--- src/rtl/rstv_pkg.sv ---
package rstv_pkg;
  localparam int unsigned HW_PINS = 4;
  typedef enum logic [1:0] {
    ST_IDLE = 2'd0,
    ST_PUSH = 2'd1,
    ST_LOAD = 2'd2
  } rstv_state_e;
endpackage

--- src/rtl/rstv_arb.sv ---
module rstv_arb #(
  parameter int unsigned NUM_HW = 4,
  localparam int unsigned IDX_W = (NUM_HW > 1) ? $clog2(NUM_HW) : 1
) (
  input  logic [NUM_HW-1:0] hw_req,
  input  logic              int_en,
  input  logic              sw_valid,
  output logic              take_hw,
  output logic              take_sw,
  output logic [IDX_W-1:0]  hw_idx
);
  // index 0 is non-maskable and highest; among the others the higher index wins
  always_comb begin
    take_hw = 1'b0;
    hw_idx  = '0;
    for (int i = 1; i < int'(NUM_HW); i++) begin
      if (hw_req[i] && int_en) begin
        take_hw = 1'b1;
        hw_idx  = IDX_W'(i);
      end
    end
    if (hw_req[0]) begin
      take_hw = 1'b1;
      hw_idx  = '0;
    end
    take_sw = sw_valid && !take_hw;
  end
endmodule

--- src/rtl/rstv_vec.sv ---
module rstv_vec #(
  parameter int unsigned AW         = 16,
  parameter int unsigned CODE_W     = 3,
  parameter int unsigned SLOT_SHIFT = 3,
  parameter int unsigned NUM_HW     = 4,
  localparam int unsigned IDX_W     = (NUM_HW > 1) ? $clog2(NUM_HW) : 1
) (
  input  logic              is_hw,
  input  logic [IDX_W-1:0]  hw_idx,
  input  logic [CODE_W-1:0] sw_code,
  output logic [AW-1:0]     vector
);
  localparam int unsigned SLOT = 1 << SLOT_SHIFT;

  logic [AW-1:0] hw_tab [NUM_HW];
  logic [AW-1:0] sw_vec;

  // hardware entries sit half a slot above slots NUM_HW .. 2*NUM_HW-1
  for (genvar g = 0; g < int'(NUM_HW); g++) begin : g_hw_tab
    assign hw_tab[g] = AW'((NUM_HW + g) * SLOT + SLOT / 2);
  end

  assign sw_vec = AW'(sw_code) << SLOT_SHIFT;
  assign vector = is_hw ? hw_tab[hw_idx] : sw_vec;
endmodule

--- src/rtl/rstv_push.sv ---
module rstv_push
  import rstv_pkg::*;
#(
  parameter int unsigned AW = 16,
  parameter int unsigned DW = 8,
  localparam int unsigned NB    = AW / DW,
  localparam int unsigned CNT_W = (NB > 1) ? $clog2(NB) : 1
) (
  input  logic          clk,
  input  logic          rst_n,
  input  logic          start,
  input  logic [AW-1:0] ret_pc,
  input  logic [AW-1:0] sp_base,
  input  logic [AW-1:0] target,
  output logic          wr_valid,
  input  logic          wr_ready,
  output logic [AW-1:0] wr_addr,
  output logic [DW-1:0] wr_data,
  output logic          done,
  output logic [AW-1:0] pc_out,
  output logic [AW-1:0] sp_out,
  output logic          busy
);
  rstv_state_e      state_q;
  logic [CNT_W-1:0] cnt_q;
  logic [AW-1:0]    ret_q;
  logic [AW-1:0]    sp_q;
  logic [AW-1:0]    tgt_q;
  logic             fire;

  assign fire = wr_valid && wr_ready;

  always_ff @(posedge clk or negedge rst_n) begin
    if (!rst_n) begin
      state_q <= ST_IDLE;
      cnt_q   <= '0;
      ret_q   <= '0;
      sp_q    <= '0;
      tgt_q   <= '0;
    end else begin
      unique case (state_q)
        ST_IDLE: if (start) begin
          state_q <= ST_PUSH;
          cnt_q   <= CNT_W'(NB - 1);
          ret_q   <= ret_pc;
          sp_q    <= sp_base;
          tgt_q   <= target;
        end
        ST_PUSH: if (fire) begin
          if (cnt_q == '0) state_q <= ST_LOAD;
          else             cnt_q   <= cnt_q - 1'b1;
        end
        ST_LOAD: state_q <= ST_IDLE;
        default: state_q <= ST_IDLE;
      endcase
    end
  end

  // byte cnt goes to SP-(NB-cnt): most significant byte lands at SP-1
  assign wr_valid = (state_q == ST_PUSH);
  assign wr_addr  = sp_q - AW'(NB - int'(cnt_q));
  assign wr_data  = DW'(ret_q >> (int'(cnt_q) * DW));
  assign done     = (state_q == ST_LOAD);
  assign pc_out   = tgt_q;
  assign sp_out   = sp_q - AW'(NB);
  assign busy     = (state_q != ST_IDLE);
endmodule

--- src/rtl/rstv_seq.sv ---
module rstv_seq
  import rstv_pkg::*;
#(
  parameter int unsigned AW         = 16,
  parameter int unsigned DW         = 8,
  parameter int unsigned CODE_W     = 3,
  parameter int unsigned SLOT_SHIFT = 3
) (
  input  logic              clk,
  input  logic              rst_n,
  input  logic              boundary_i,
  input  logic              sw_valid_i,
  input  logic [CODE_W-1:0] sw_code_i,
  input  logic              nmi_i,
  input  logic              irq_lo_i,
  input  logic              irq_mid_i,
  input  logic              irq_hi_i,
  input  logic              ie_set_i,
  input  logic              ie_clr_i,
  input  logic [AW-1:0]     pc_i,
  input  logic [AW-1:0]     sp_i,
  output logic              wr_valid_o,
  input  logic              wr_ready_i,
  output logic [AW-1:0]     wr_addr_o,
  output logic [DW-1:0]     wr_data_o,
  output logic              done_o,
  output logic [AW-1:0]     pc_o,
  output logic [AW-1:0]     sp_o,
  output logic              busy_o,
  output logic              int_en_o
);
  localparam int unsigned IDX_W = $clog2(HW_PINS);

  logic [HW_PINS-1:0] hw_req;
  logic               take_hw, take_sw, accept, ie_q;
  logic [IDX_W-1:0]   hw_idx;
  logic [AW-1:0]      vector;

  // index order fixes priority: 0 unmaskable, then highest index first
  assign hw_req = {irq_hi_i, irq_mid_i, irq_lo_i, nmi_i};

  rstv_arb #(.NUM_HW(HW_PINS)) u_arb (
    .hw_req  (hw_req),
    .int_en  (ie_q),
    .sw_valid(sw_valid_i),
    .take_hw (take_hw),
    .take_sw (take_sw),
    .hw_idx  (hw_idx)
  );

  rstv_vec #(
    .AW(AW), .CODE_W(CODE_W), .SLOT_SHIFT(SLOT_SHIFT), .NUM_HW(HW_PINS)
  ) u_vec (
    .is_hw  (take_hw),
    .hw_idx (hw_idx),
    .sw_code(sw_code_i),
    .vector (vector)
  );

  assign accept = boundary_i && !busy_o && (take_hw || take_sw);

  always_ff @(posedge clk or negedge rst_n) begin
    if (!rst_n)        ie_q <= 1'b0;
    else if (accept)   ie_q <= 1'b0;
    else if (ie_clr_i) ie_q <= 1'b0;
    else if (ie_set_i) ie_q <= 1'b1;
  end
  assign int_en_o = ie_q;

  rstv_push #(.AW(AW), .DW(DW)) u_push (
    .clk     (clk),
    .rst_n   (rst_n),
    .start   (accept),
    .ret_pc  (pc_i),
    .sp_base (sp_i),
    .target  (vector),
    .wr_valid(wr_valid_o),
    .wr_ready(wr_ready_i),
    .wr_addr (wr_addr_o),
    .wr_data (wr_data_o),
    .done    (done_o),
    .pc_out  (pc_o),
    .sp_out  (sp_o),
    .busy    (busy_o)
  );
endmodule

--- config.mk ---
export PLATFORM = sky130hd
export DESIGN_NAME = rstv_seq
export DESIGN_NICKNAME = d
export VERILOG_FILES = /design/src/rtl/rstv_pkg.sv /design/src/rtl/rstv_arb.sv /design/src/rtl/rstv_vec.sv /design/src/rtl/rstv_push.sv /design/src/rtl/rstv_seq.sv
export SDC_FILE = /design/constraint.sdc
export NUM_CORES = 1
export LEC_CHECK = 0
export ABC_AREA = 0
export BUFFER_PORTS_ARGS = -buffer_cell sky130_fd_sc_hd__clkbuf_2
export CORE_UTILIZATION = 51
export CTS_CLUSTER_DIAMETER = 80
export CTS_CLUSTER_SIZE = 25
export DETAILED_ROUTE_END_ITERATION = 7
export PLACE_DENSITY_LB_ADDON = 0.12
export SKIP_LAST_GASP = 1
export SYNTH_ARGS = -nofsm -noshare
export SYNTH_HDL_FRONTEND = slang
export SYNTH_SLANG_ARGS = --single-unit
--- constraint.sdc ---
create_clock -name clk -period 3.25 [get_ports clk]
set_input_delay 0.1625 -clock clk [delete_from_list [all_inputs] [get_ports clk]]
set_output_delay 0.1625 -clock clk [all_outputs]
set_load 0.1 [all_outputs]
After elaboration in Yosys (flattened, before gate mapping):

Index checks and enable logic that the tools add are counted.

* memories kept: 0
* bits in writable memories: 0
* output and inout bits: 60
* input bits: 46
* flip-flop bits (word level): 52
* memory bits (read-only): 0
* logic and storage cells: 58
* bits in latches: 0

* shift-type cells: 1
* bitwise logic cells: 1
* order comparisons: 1
* reduce and logical (&&, ||, !) cells: 17
* add/sub/neg operators: 4
* equal/unequal tests: 5
* multipliers: 0
* mux-type cells: 23
* div/mod/pow operators: 0

Operators with widths (number)
* $mux 16: 3
* $bmux 16 s2: 1
* $shr 16x4->8: 1
* $sub 16x16->16: 1
* $sub 16x2->16 const B: 1
* $mux 2: 6
* $mux 1: 11
* $logic_and 1x1->1: 7
* $ne 2x2->1 const B: 3
* $reduce_and 3->1: 2
* $pmux 2 s2: 1
* $reduce_bool 2->1: 2
* $ge 3x3->1 const B: 1
* $not 2->3: 1
* $reduce_bool 3->1: 1
* $sub 2x1->3 const A: 1
* $eq 2x1->1 const B: 1
* $eq 2x2->1 const B: 1
* $logic_not 1->1: 2
* $logic_not 2->1: 1
* $pmux 1 s2: 1
* $reduce_and 2->1: 1
* $logic_or 1x1->1: 1
* $sub 1x1->1 const B: 1

Depth between registers and ports, before layout:

Gate-level depths: netlist of run 1.

* depth in word-level cells: 11
* mapped depth: 6
* mapped depth without buffers: 6

Hierarchy:

Synthesis of run 1 repeated with hierarchy kept, for this count alone.

* cell total of the unflattened synthesis: 243
* area total of the unflattened synthesis: 2813.9 um2

Modules (own cells, without submodules)
* rstv_push: area each 2568.7 um2, seq. area each 1276.2 um2, times used 1, cells each 211
* rstv_vec: area each 130.1 um2, seq. area each 0.0 um2, times used 1, cells each 17
* rstv_seq: area each 61.3 um2, seq. area each 25.0 um2, times used 1, cells each 6
* rstv_arb: area each 53.8 um2, seq. area each 0.0 um2, times used 1, cells each 9

Worst setup path after synthesis of run 1:

No wires, ideal clock.

* path type: register to output
* start point: reg u_push.sp_q[1]
* end point: out sp_o[11]
* path buffers: 0
* data required time: 3.087 ns
* data arrival time: 3.509 ns
* slack: -0.421 ns
* stages on the path, launching flop included: 7
* cell sequence: dfrtp_1 > inv_1 > ha_1 > nor3b_1 > nand3_1 > nor2_1 > xor2_1

* longest elaborated chain between the ends: 1

Ends and longest elaborated chain
* from (decl): line rstv_push.sv:27 `logic [AW-1:0] sp_q;`
* from (signal assigned): line rstv_push.sv:46 `sp_q <= sp_base;`
* $sub 16x2->16: line rstv_push.sv:65 `assign sp_out = sp_q - AW'(NB);`
* to (decl): line rstv_seq.sv:28 `output logic [AW-1:0] sp_o,`

No other way between the ends.

Worst setup path after layout of run 1:

* start point: reg u_push.cnt_q
* end point: out wr_addr_o[14]

* longest elaborated chain between the ends: 2

Ends and longest elaborated chain
* from (decl): line rstv_push.sv:25 `logic [CNT_W-1:0] cnt_q;`
* from (signal assigned): line rstv_push.sv:44 `cnt_q <= CNT_W'(NB - 1);`
* from (signal assigned): line rstv_push.sv:51 `else cnt_q <= cnt_q - 1'b1;`
* $sub 2x1->3: line rstv_push.sv:61 `assign wr_addr = sp_q - AW'(NB - int'(cnt_q));`
* $sub 16x16->16: line rstv_push.sv:61
* to (decl): line rstv_seq.sv:24 `output logic [AW-1:0] wr_addr_o,`

No other way between the ends.

==> impl_metrics.env, run 1 <==
export IMPL_status="finished clean"
export IMPL_cts_max_level=2
export IMPL_avgSynthCellArea_um2=10.9
export IMPL_period_minus_slack_ns=2.93
export IMPL_tns_ns=0
export IMPL_cts_buffer_depth=2
export IMPL_grtUsageTotal=0.182
export IMPL_crit_required_ns=3.09
export IMPL_initial_utilization=0.535
export IMPL_skew_ns=0.00724
export IMPL_core_mm2=0.00438
export IMPL_die_h_um=69.8
export IMPL_io_buffers=93
export IMPL_setup_slack_ns=0.324
export IMPL_synth_cell_type_count=37
export IMPL_dp_slack_ns=0.609
export IMPL_fin_crit_sh=0.900
export IMPL_synth_async_reset_ratio=1.00
export IMPL_critPathCaptureType="output port"
export IMPL_synthToLayoutAreaGrowth_pct=27.0
export IMPL_clock_sinks=40
export IMPL_max_freq_mhz=342
export IMPL_register_area_mm2=0.00100
export IMPL_critical_path_buf_inv_count=1
export IMPL_vias_per_cell=4.91
export IMPL_wire_per_inst_um=12.2
export IMPL_die_area_mm2=0.00487
export IMPL_cts_resized_gates=0
export IMPL_cts_setup_buffers=0
export IMPL_ant_nets=0
export IMPL_dr_total_vias=1762
export IMPL_nFillCells=344
export IMPL_arrival_ns=2.76
export IMPL_synth_xor_area_share=0.0785
export IMPL_relSlewSlack=0.360
export IMPL_io_pins=106
export IMPL_fin_nets=357
export IMPL_crit_type="flip-flop to output port"
export IMPL_yosys_area_share_adder=0.0246
export IMPL_grt_ovfl_total=0
export IMPL_rsz0062_at_grt="false"
export IMPL_drcViolationCount=0
export IMPL_clk_pin_slew_worst_paths_ns=0.08
export IMPL_synth_seq_cells=40
export IMPL_fp_row_count=24
export IMPL_yosysSeqAreaShare=0.427
export IMPL_wl_um=4370
export IMPL_multi_input_comb_area_mm2=0.00126
export IMPL_tritoncts="done"
export IMPL_synthesis_area_mm2=0.00234
export IMPL_synthCells=215
export IMPL_worstMarginPinSlew_ns=0.960
export IMPL_grt_max_degree=41
export IMPL_drive_gt1_frac=0.521
export IMPL_hold_viol=0
export IMPL_synth_edff_count=0
export IMPL_fin_hold_ws_ns=0.0197
export IMPL_synth_top_family_by_area="multiplexers"
export IMPL_cts_root_buf="clkbuf_8"
export IMPL_max_cap_violations=0
export IMPL_dpl_hpwl_um=3450
export IMPL_grt_pass1_vias=1611
export IMPL_ys_warn_count=0
export IMPL_hold_class="primary input to async pin"
export IMPL_clkLatencyLatePin_ns=0.28
export IMPL_path_max_fanout=12
export IMPL_setup_viol=0
export IMPL_diodes=0
export IMPL_synth_compound_area_frac=0.0448
export IMPL_grt_pass1_wl_um=7180
export IMPL_crit_path_start_kind="flip-flop"
export IMPL_firstDrtPassIters=4
export IMPL_place_gp_congestion=0.781
export IMPL_critical_path_top_delay_family="simple AND/OR/NAND/NOR gates"
export IMPL_final_max_slew_viol_count=0
export IMPL_synthSimpleGateAreaFrac=0.140
export IMPL_antenna_found_initial=0
export IMPL_holdBufCountCts=0
export IMPL_crit_path_top_delay_cell="dfrtp_1"
export IMPL_slowest_delay_ns=0.63
export IMPL_crit_chain="ha_1 > fa_1 > nand4_1 > nor4_1 > xor2_2 > clkbuf_2"
export IMPL_die_x_um=69.8
export IMPL_synth_area_mux_share=0.202
export IMPL_drtIter0Drc=42
export IMPL_cts_made_buffers=5
export IMPL_ys_flop_type="dfrtp_1"
[registers in the layout, summed over array words and instances (netlist names)]
register	flops
u_push.pc_out	4
u_push.sp_q	16
u_push.cnt_q	1
u_push.ret_q	16
u_push.state_q	2
int_en_o	1
[cells in the final DEF (no fill, tap or decap), types with 2 or more instances in the layout]
cell,instances
nand2b_1,2
inv_1,9
nor4_1,2
nand2_1,20
buf_4,3
nor3_1,6
xor2_1,9
o21ai_0,3
o31ai_1,2
xor2_2,8
nor2b_1,2
dfrtp_1,40
xnor2_1,3
nand3_1,3
clkbuf_8,5
bufinv_16,2
nor2_1,16
conb_1,12
mux2_2,42
o21a_1,3
clkbuf_2,93
a21o_1,2
ha_1,3
[final cells by class]
cell class / instances / share of cell area
multi-input combinational: 155 / 0.423
inverter: 9 / 0.0113
sequential: 40 / 0.336
clock buffer: 5 / 0.0231
tap: 52 / 0.0219
clock inverter: 2 / 0.0202
timing repair buffer: 96 / 0.164
[cells by family (layout without fill, tap and decap cells)]
kind of cell	Yosys count	count (layout)
compound gates	15	15
xor+xnor	21	21
fa+ha+maj	4	4
buf+inv	31	112
flops	40	40
mux	42	42
other cells	1	12
simple gates	61	61
[worst register-to-register path: cells and delay by family, from the launching register on]
family	cells	cell delay [ns]
and+or+nand+nor	2	0.47
DFF	1	0.40
muxes	1	0.38
buffers and inverters	1	0.28
AOI/OAI and AO/OA	1	0.16
[worst paths after layout]
check                           slack (ns)               from               end  cells past startpoint
min in group clk                      0.04           ie_clr_i          int_en_o                      2
max in group asynchronous             2.63              rst_n   u_push.sp_q[13]                      1
worst max-delay path                  0.32       u_push.cnt_q     wr_addr_o[14]                      6
worst max register to register        1.45  u_push.state_q[1]  u_push.ret_q[14]                      5
worst min register to register        0.51    u_push.ret_q[5]   u_push.ret_q[5]                      1
worst min-delay path                  0.02              rst_n    u_push.sp_q[3]                      1
[routing by layer]
layer | track usage | wire length [um] | share of wire
met3 | 0.0465 | 272 | 0.062
met1 | 0.230 | 1950 | 0.45
met4 | 0.0600 | 49 | 0.011
met2 | 0.304 | 2100 | 0.48
met5 | 0 | 0 | 0
[synth_stat cells, drive strengths merged (2+ instances only)]
library cell	count	share of area
mux2	42	0.20
dfrtp	40	0.43
buf	20	0.064
nand2	20	0.032
nor2	17	0.034
xor2	17	0.064
inv	9	0.014
nor3	6	0.013
o21ai	4	0.0085
xnor2	4	0.015
ha	3	0.016
nand2b	3	0.011
nand3	3	0.0064
nor4	3	0.014
o21a	3	0.0096
a21o	2	0.0064
clkbuf	2	0.0032
nor2b	2	0.0053
o31ai	2	0.0064
or3	2	0.0075
[per-stage QoR]
stage	util	instance area (um^2)	std cells
3_3_place_gp	0.650	2850	352
6_report	0.679	2980	359
4_1_cts	0.679	2980	359
3_5_place_dp	0.650	2850	352
2_1_floorplan	-	2450	226
5_1_grt	0.679	2980	359
Power of run 1 is left out: the tool's default activity adds up to more than one toggle a clock period on the data nets, which glitch-free logic cannot reach.
==> run 2: changes to the inputs <==
--- a/config.mk
+++ b/config.mk
@@ -8,4 +8,5 @@
 export ABC_AREA = 0
 export BUFFER_PORTS_ARGS = -buffer_cell sky130_fd_sc_hd__clkbuf_2
+export CORE_MARGIN = 2
 export CORE_UTILIZATION = 51
 export CTS_CLUSTER_DIAMETER = 80
==> constraint.sdc (replaced) <==
create_clock -name clk -period 3.25 [get_ports clk]
set_input_delay 0.4875 -clock clk [delete_from_list [all_inputs] [get_ports clk]]
set_output_delay 0.4875 -clock clk [all_outputs]
set_load 0.1 [all_outputs]
==> impl_metrics.env, run 2 (same netlist as run 1, synthesis figures left out) <==
export IMPL_status="finished clean"
export IMPL_instances_no_fill=361
export IMPL_io_buffers=93
export IMPL_critPathCaptureType="output port"
export IMPL_holdBufCountCts=0
export IMPL_initial_utilization=0.535
export IMPL_grt_pass1_vias=1702
export IMPL_crit_type="flip-flop to output port"
export IMPL_met1_usage=0.255
export IMPL_grt_pass1_wl_um=7840
export IMPL_clock_sinks=40
export IMPL_diodes=0
export IMPL_die_x_um=71.8
export IMPL_die_area_mm2=0.00515
export IMPL_arrival_ns=2.57
export IMPL_crit_required_ns=2.76
export IMPL_placed_area_mm2=0.00298
export IMPL_max_cap_violations=0
export IMPL_period_minus_slack_ns=3.06
export IMPL_clk_pin_slew_worst_paths_ns=0.07
export IMPL_place_gp_congestion=0.839
export IMPL_relSlewSlack=0.366
export IMPL_rsz0062_at_grt="false"
export IMPL_layout_commonest_cell="clkbuf_2"
export IMPL_dpl_hpwl_um=3710
export IMPL_worstMarginPinSlew_ns=0.950
export IMPL_die_h_um=71.8
export IMPL_firstDrtPassIters=4
export IMPL_drcViolationCount=0
export IMPL_path_max_fanout=12
export IMPL_vias_per_cell=4.92
export IMPL_cts_setup_buffers=0
export IMPL_dr_total_vias=1776
export IMPL_drive_gt1_frac=0.537
export IMPL_most_common_layout_cells="89 x clkbuf_2, 42 x mux2_2, 40 x dfrtp_1, 20 x nand2_1, 16 x nor2_1"
export IMPL_setup_viol=0
export IMPL_core_mm2=0.00438
export IMPL_fin_nets=358
export IMPL_grt_max_degree=41
export IMPL_final_max_slew_viol_count=0
export IMPL_io_pins=106
export IMPL_dp_slack_ns=0.480
export IMPL_nFillCells=344
export IMPL_skew_ns=0.0126
export IMPL_hold_class="primary input to async pin"
export IMPL_drtIter0Drc=59
export IMPL_clkLatencyLatePin_ns=0.30
export IMPL_synthToLayoutAreaGrowth_pct=31.1
export IMPL_crit_path_start_kind="flip-flop"
export IMPL_grt_use_met3=0.0577
export IMPL_grt_ovfl_total=0
export IMPL_placed_cells=353
export IMPL_design_area_mm2=0.00307
export IMPL_multi_input_comb_area_mm2=0.00132
export IMPL_cts_buffer_depth=2
export IMPL_hold_viol=0
export IMPL_cts_root_buf="clkbuf_8"
export IMPL_cts_resized_gates=0
export IMPL_wl_um=4700
export IMPL_fin_util=0.701
export IMPL_fp_row_count=24
export IMPL_cts_made_buffers=5
export IMPL_wire_per_inst_um=13.0
export IMPL_grtUsageTotal=0.196
export IMPL_met2_usage=0.318
export IMPL_ant_nets=0
export IMPL_register_area_mm2=0.00100
export IMPL_tritoncts="done"
export IMPL_fin_crit_sh=0.940
export IMPL_cts_max_level=2
export IMPL_busiest_layer="met2"
export IMPL_antenna_found_initial=0
export IMPL_max_freq_mhz=327
export IMPL_setup_slack_ns=0.194
run 2: changes by cell type in the layout (fill, tap and decap cells not counted):
cell and change:
xor2_1 -3, buf_4 +1, clkbuf_2 -4, xnor2_1 -1
clkinv_2 +2, xor2_4 +3, xnor2_2 +1, buf_12 +4
clkbuf_8 +1, bufinv_16 -2
run 2: area by class of cell:
cell class / count / share of cell area
well taps: 52 / 0.0212
clock inverters: 2 / 0.00326
clock buffers: 6 / 0.0269
flip-flops and latches: 40 / 0.326
repair buffers: 97 / 0.181
inverters: 9 / 0.0110
multi-input cells: 155 / 0.431
run 2: path summary, 6_finish.rpt:
kind                                   startpoint          endpoint  slack, ns  cells past startpoint
worst max-delay path                 u_push.cnt_q     wr_addr_o[12]       0.19                      6
worst min-delay path                        rst_n  u_push.ret_q[12]       0.33                      1
worst max register to register  u_push.state_q[1]  u_push.ret_q[11]       1.01                      5
worst min register to register    u_push.ret_q[8]   u_push.ret_q[8]       0.50                      1
max in group asynchronous                   rst_n  u_push.ret_q[10]       2.32                      1
min in group clk                         ie_clr_i          int_en_o       0.35                      2
run 2: metal layers:
layer,wire (um),up-vias
met5,0,-
met4,34,0
met3,345,4
met2,2300,69
met1,2020,827
li1,-,876
run 2: worst max-delay path, cell delays in order, from the launching register on:
cell	delay [ns]
dfrtp_1	0.62
ha_1	0.29
fa_1	0.30
nand4_1	0.23
nor2_1	0.23
xor2_2	0.14
clkbuf_2	0.47
run 2: through the flow:
| stage | hold slack [ns] | TNS [ns] |
|---|---|---|
| global placement | 0.486 | 0 |
| global route | 0.345 | 0 |
| floorplan | 0.192 | -0.929 |
| finish | 0.334 | 0 |
| detailed placement | 0.490 | 0 |
| CTS | 0.350 | 0 |
Power of run 2 is left out for the same reason.
==> run 3: changes to the inputs <==
Settings changed: BUFFER_PORTS_ARGS -buffer_cell sky130_fd_sc_hd__clkbuf_2 to -buffer_cell sky130_fd_sc_hd__buf_2.
==> impl_metrics.env, run 3 (same netlist as run 1, synthesis figures left out) <==
export IMPL_grt_max_degree=41
export IMPL_drcViolationCount=0
export IMPL_arrival_ns=2.55
export IMPL_max_cap_violations=0
export IMPL_critPathCaptureType="output port"
export IMPL_path_max_fanout=12
export IMPL_relSlewSlack=0.421
export IMPL_wl_um=4660
export IMPL_io_buffers=93
export IMPL_skew_ns=0.00313
export IMPL_io_pins=106
export IMPL_crit_path_start_kind="flip-flop"
export IMPL_wire_per_inst_um=13.0
export IMPL_firstDrtPassIters=4
export IMPL_cts_root_buf="clkbuf_8"
export IMPL_period_minus_slack_ns=3.04
export IMPL_core_mm2=0.00438
export IMPL_reg2reg_depth=5
export IMPL_cts_buffer_depth=2
export IMPL_max_freq_mhz=329
export IMPL_clk_pin_slew_worst_paths_ns=0.07
export IMPL_most_common_layout_cells="90 x buf_2, 42 x mux2_2, 40 x dfrtp_1, 20 x nand2_1, 16 x nor2_1"
export IMPL_ant_nets=0
export IMPL_dp_slack_ns=0.519
export IMPL_setup_viol=0
export IMPL_fin_nets=357
export IMPL_drtIter0Drc=68
export IMPL_crit_chain="ha_1 > fa_1 > nand4_1 > nor4_1 > buf_4 > xor2_4 > buf_12"
export IMPL_dpl_hpwl_um=3700
export IMPL_dr_total_vias=1808
export IMPL_slowest_delay_ns=0.61
export IMPL_diodes=0
export IMPL_crit_path_top_delay_cell="dfrtp_1"
export IMPL_die_x_um=71.8
export IMPL_worstMarginPinSlew_ns=0.868
export IMPL_grt_pass1_wl_um=7860
export IMPL_grt_pass1_vias=1739
export IMPL_crit_required_ns=2.76
export IMPL_rsz0062_at_grt="false"
export IMPL_grt_ovfl_total=0
export IMPL_fp_row_count=24
export IMPL_r2r_end="u_push.ret_q[9]"
export IMPL_clock_sinks=40
export IMPL_design_area_mm2=0.00305
export IMPL_status="finished clean"
export IMPL_critical_path_buf_inv_count=2
export IMPL_hold_viol=0
export IMPL_cts_resized_gates=0
export IMPL_hold_class="primary input to async pin"
export IMPL_r2r_slack_ns=1.06
export IMPL_r2r_start="u_push.state_q[1]"
export IMPL_final_max_slew_viol_count=0
export IMPL_synthToLayoutAreaGrowth_pct=30.0
export IMPL_cts_max_level=2
export IMPL_crit_type="flip-flop to output port"
export IMPL_vias_per_cell=5.04
export IMPL_fin_crit_sh=0.935
export IMPL_drive_gt1_frac=0.531
export IMPL_antenna_found_initial=0
export IMPL_instances_no_fill=359
export IMPL_initial_utilization=0.535
export IMPL_die_h_um=71.8
export IMPL_nFillCells=334
export IMPL_die_area_mm2=0.00515
export IMPL_grtUsageTotal=0.198
export IMPL_tritoncts="done"
export IMPL_tns_ns=0
export IMPL_critical_path_top_delay_family="flip-flops"
export IMPL_setup_slack_ns=0.212
export IMPL_holdBufCountCts=0
export IMPL_cts_made_buffers=5
export IMPL_place_gp_congestion=0.804
export IMPL_placed_area_mm2=0.00297
export IMPL_placed_cells=352
export IMPL_layout_commonest_cell="buf_2"
export IMPL_cts_setup_buffers=0
export IMPL_clkLatencyLatePin_ns=0.29
==> run 3: area by class of cell <==
| class | instances | area, um^2 | area share |
|---|---|---|---|
| timing repair buffer | 96 | 546 | 0.179 |
| clock buffer | 6 | 72.6 | 0.0238 |
| multi-input combinational | 155 | 1320 | 0.434 |
| tap | 52 | 65.1 | 0.0214 |
| inverter | 9 | 33.8 | 0.0111 |
| sequential | 40 | 1000 | 0.329 |
| clock inverter | 1 | 5.00 | 0.00164 |
==> run 3: worst max-delay path by stage <==
| stage | start | endpoint | depth (start not counted) |
|---|---|---|---|
| after floorplan | u_push.sp_q[1] | sp_o[11] | 6 |
| after global placement | u_push.cnt_q | wr_addr_o[14] | 7 |
| after detailed placement | u_push.cnt_q | wr_addr_o[14] | 7 |
| after CTS | u_push.cnt_q | wr_addr_o[14] | 7 |
| after global routing | u_push.cnt_q | wr_addr_o[14] | 7 |
| final | u_push.cnt_q | wr_addr_o[14] | 7 |
==> run 3: per-stage QoR <==
step | hold slack [ns] | utilization
4_1_cts | 0.343 | 0.695
5_1_grt | 0.338 | 0.695
3_3_place_gp | 0.485 | 0.677
2_1_floorplan | 0.192 | -
3_5_place_dp | 0.490 | 0.677
6_report | 0.311 | 0.695
==> run 3: worst reg2reg max path, cell delays in order, from the launching register on <==
cell	delay, ns
dfrtp_1	0.39
or2_2	0.32
nor2_1	0.18
o21a_1	0.57
buf_12	0.27
mux2_2	0.36
==> run 3: metal layers <==
metal	GRT usage	wire length, um
met5	0	0
met4	0.0629	61
met3	0.0549	324
met2	0.332	2310
met1	0.248	1970
Power of run 3 is left out for the same reason.
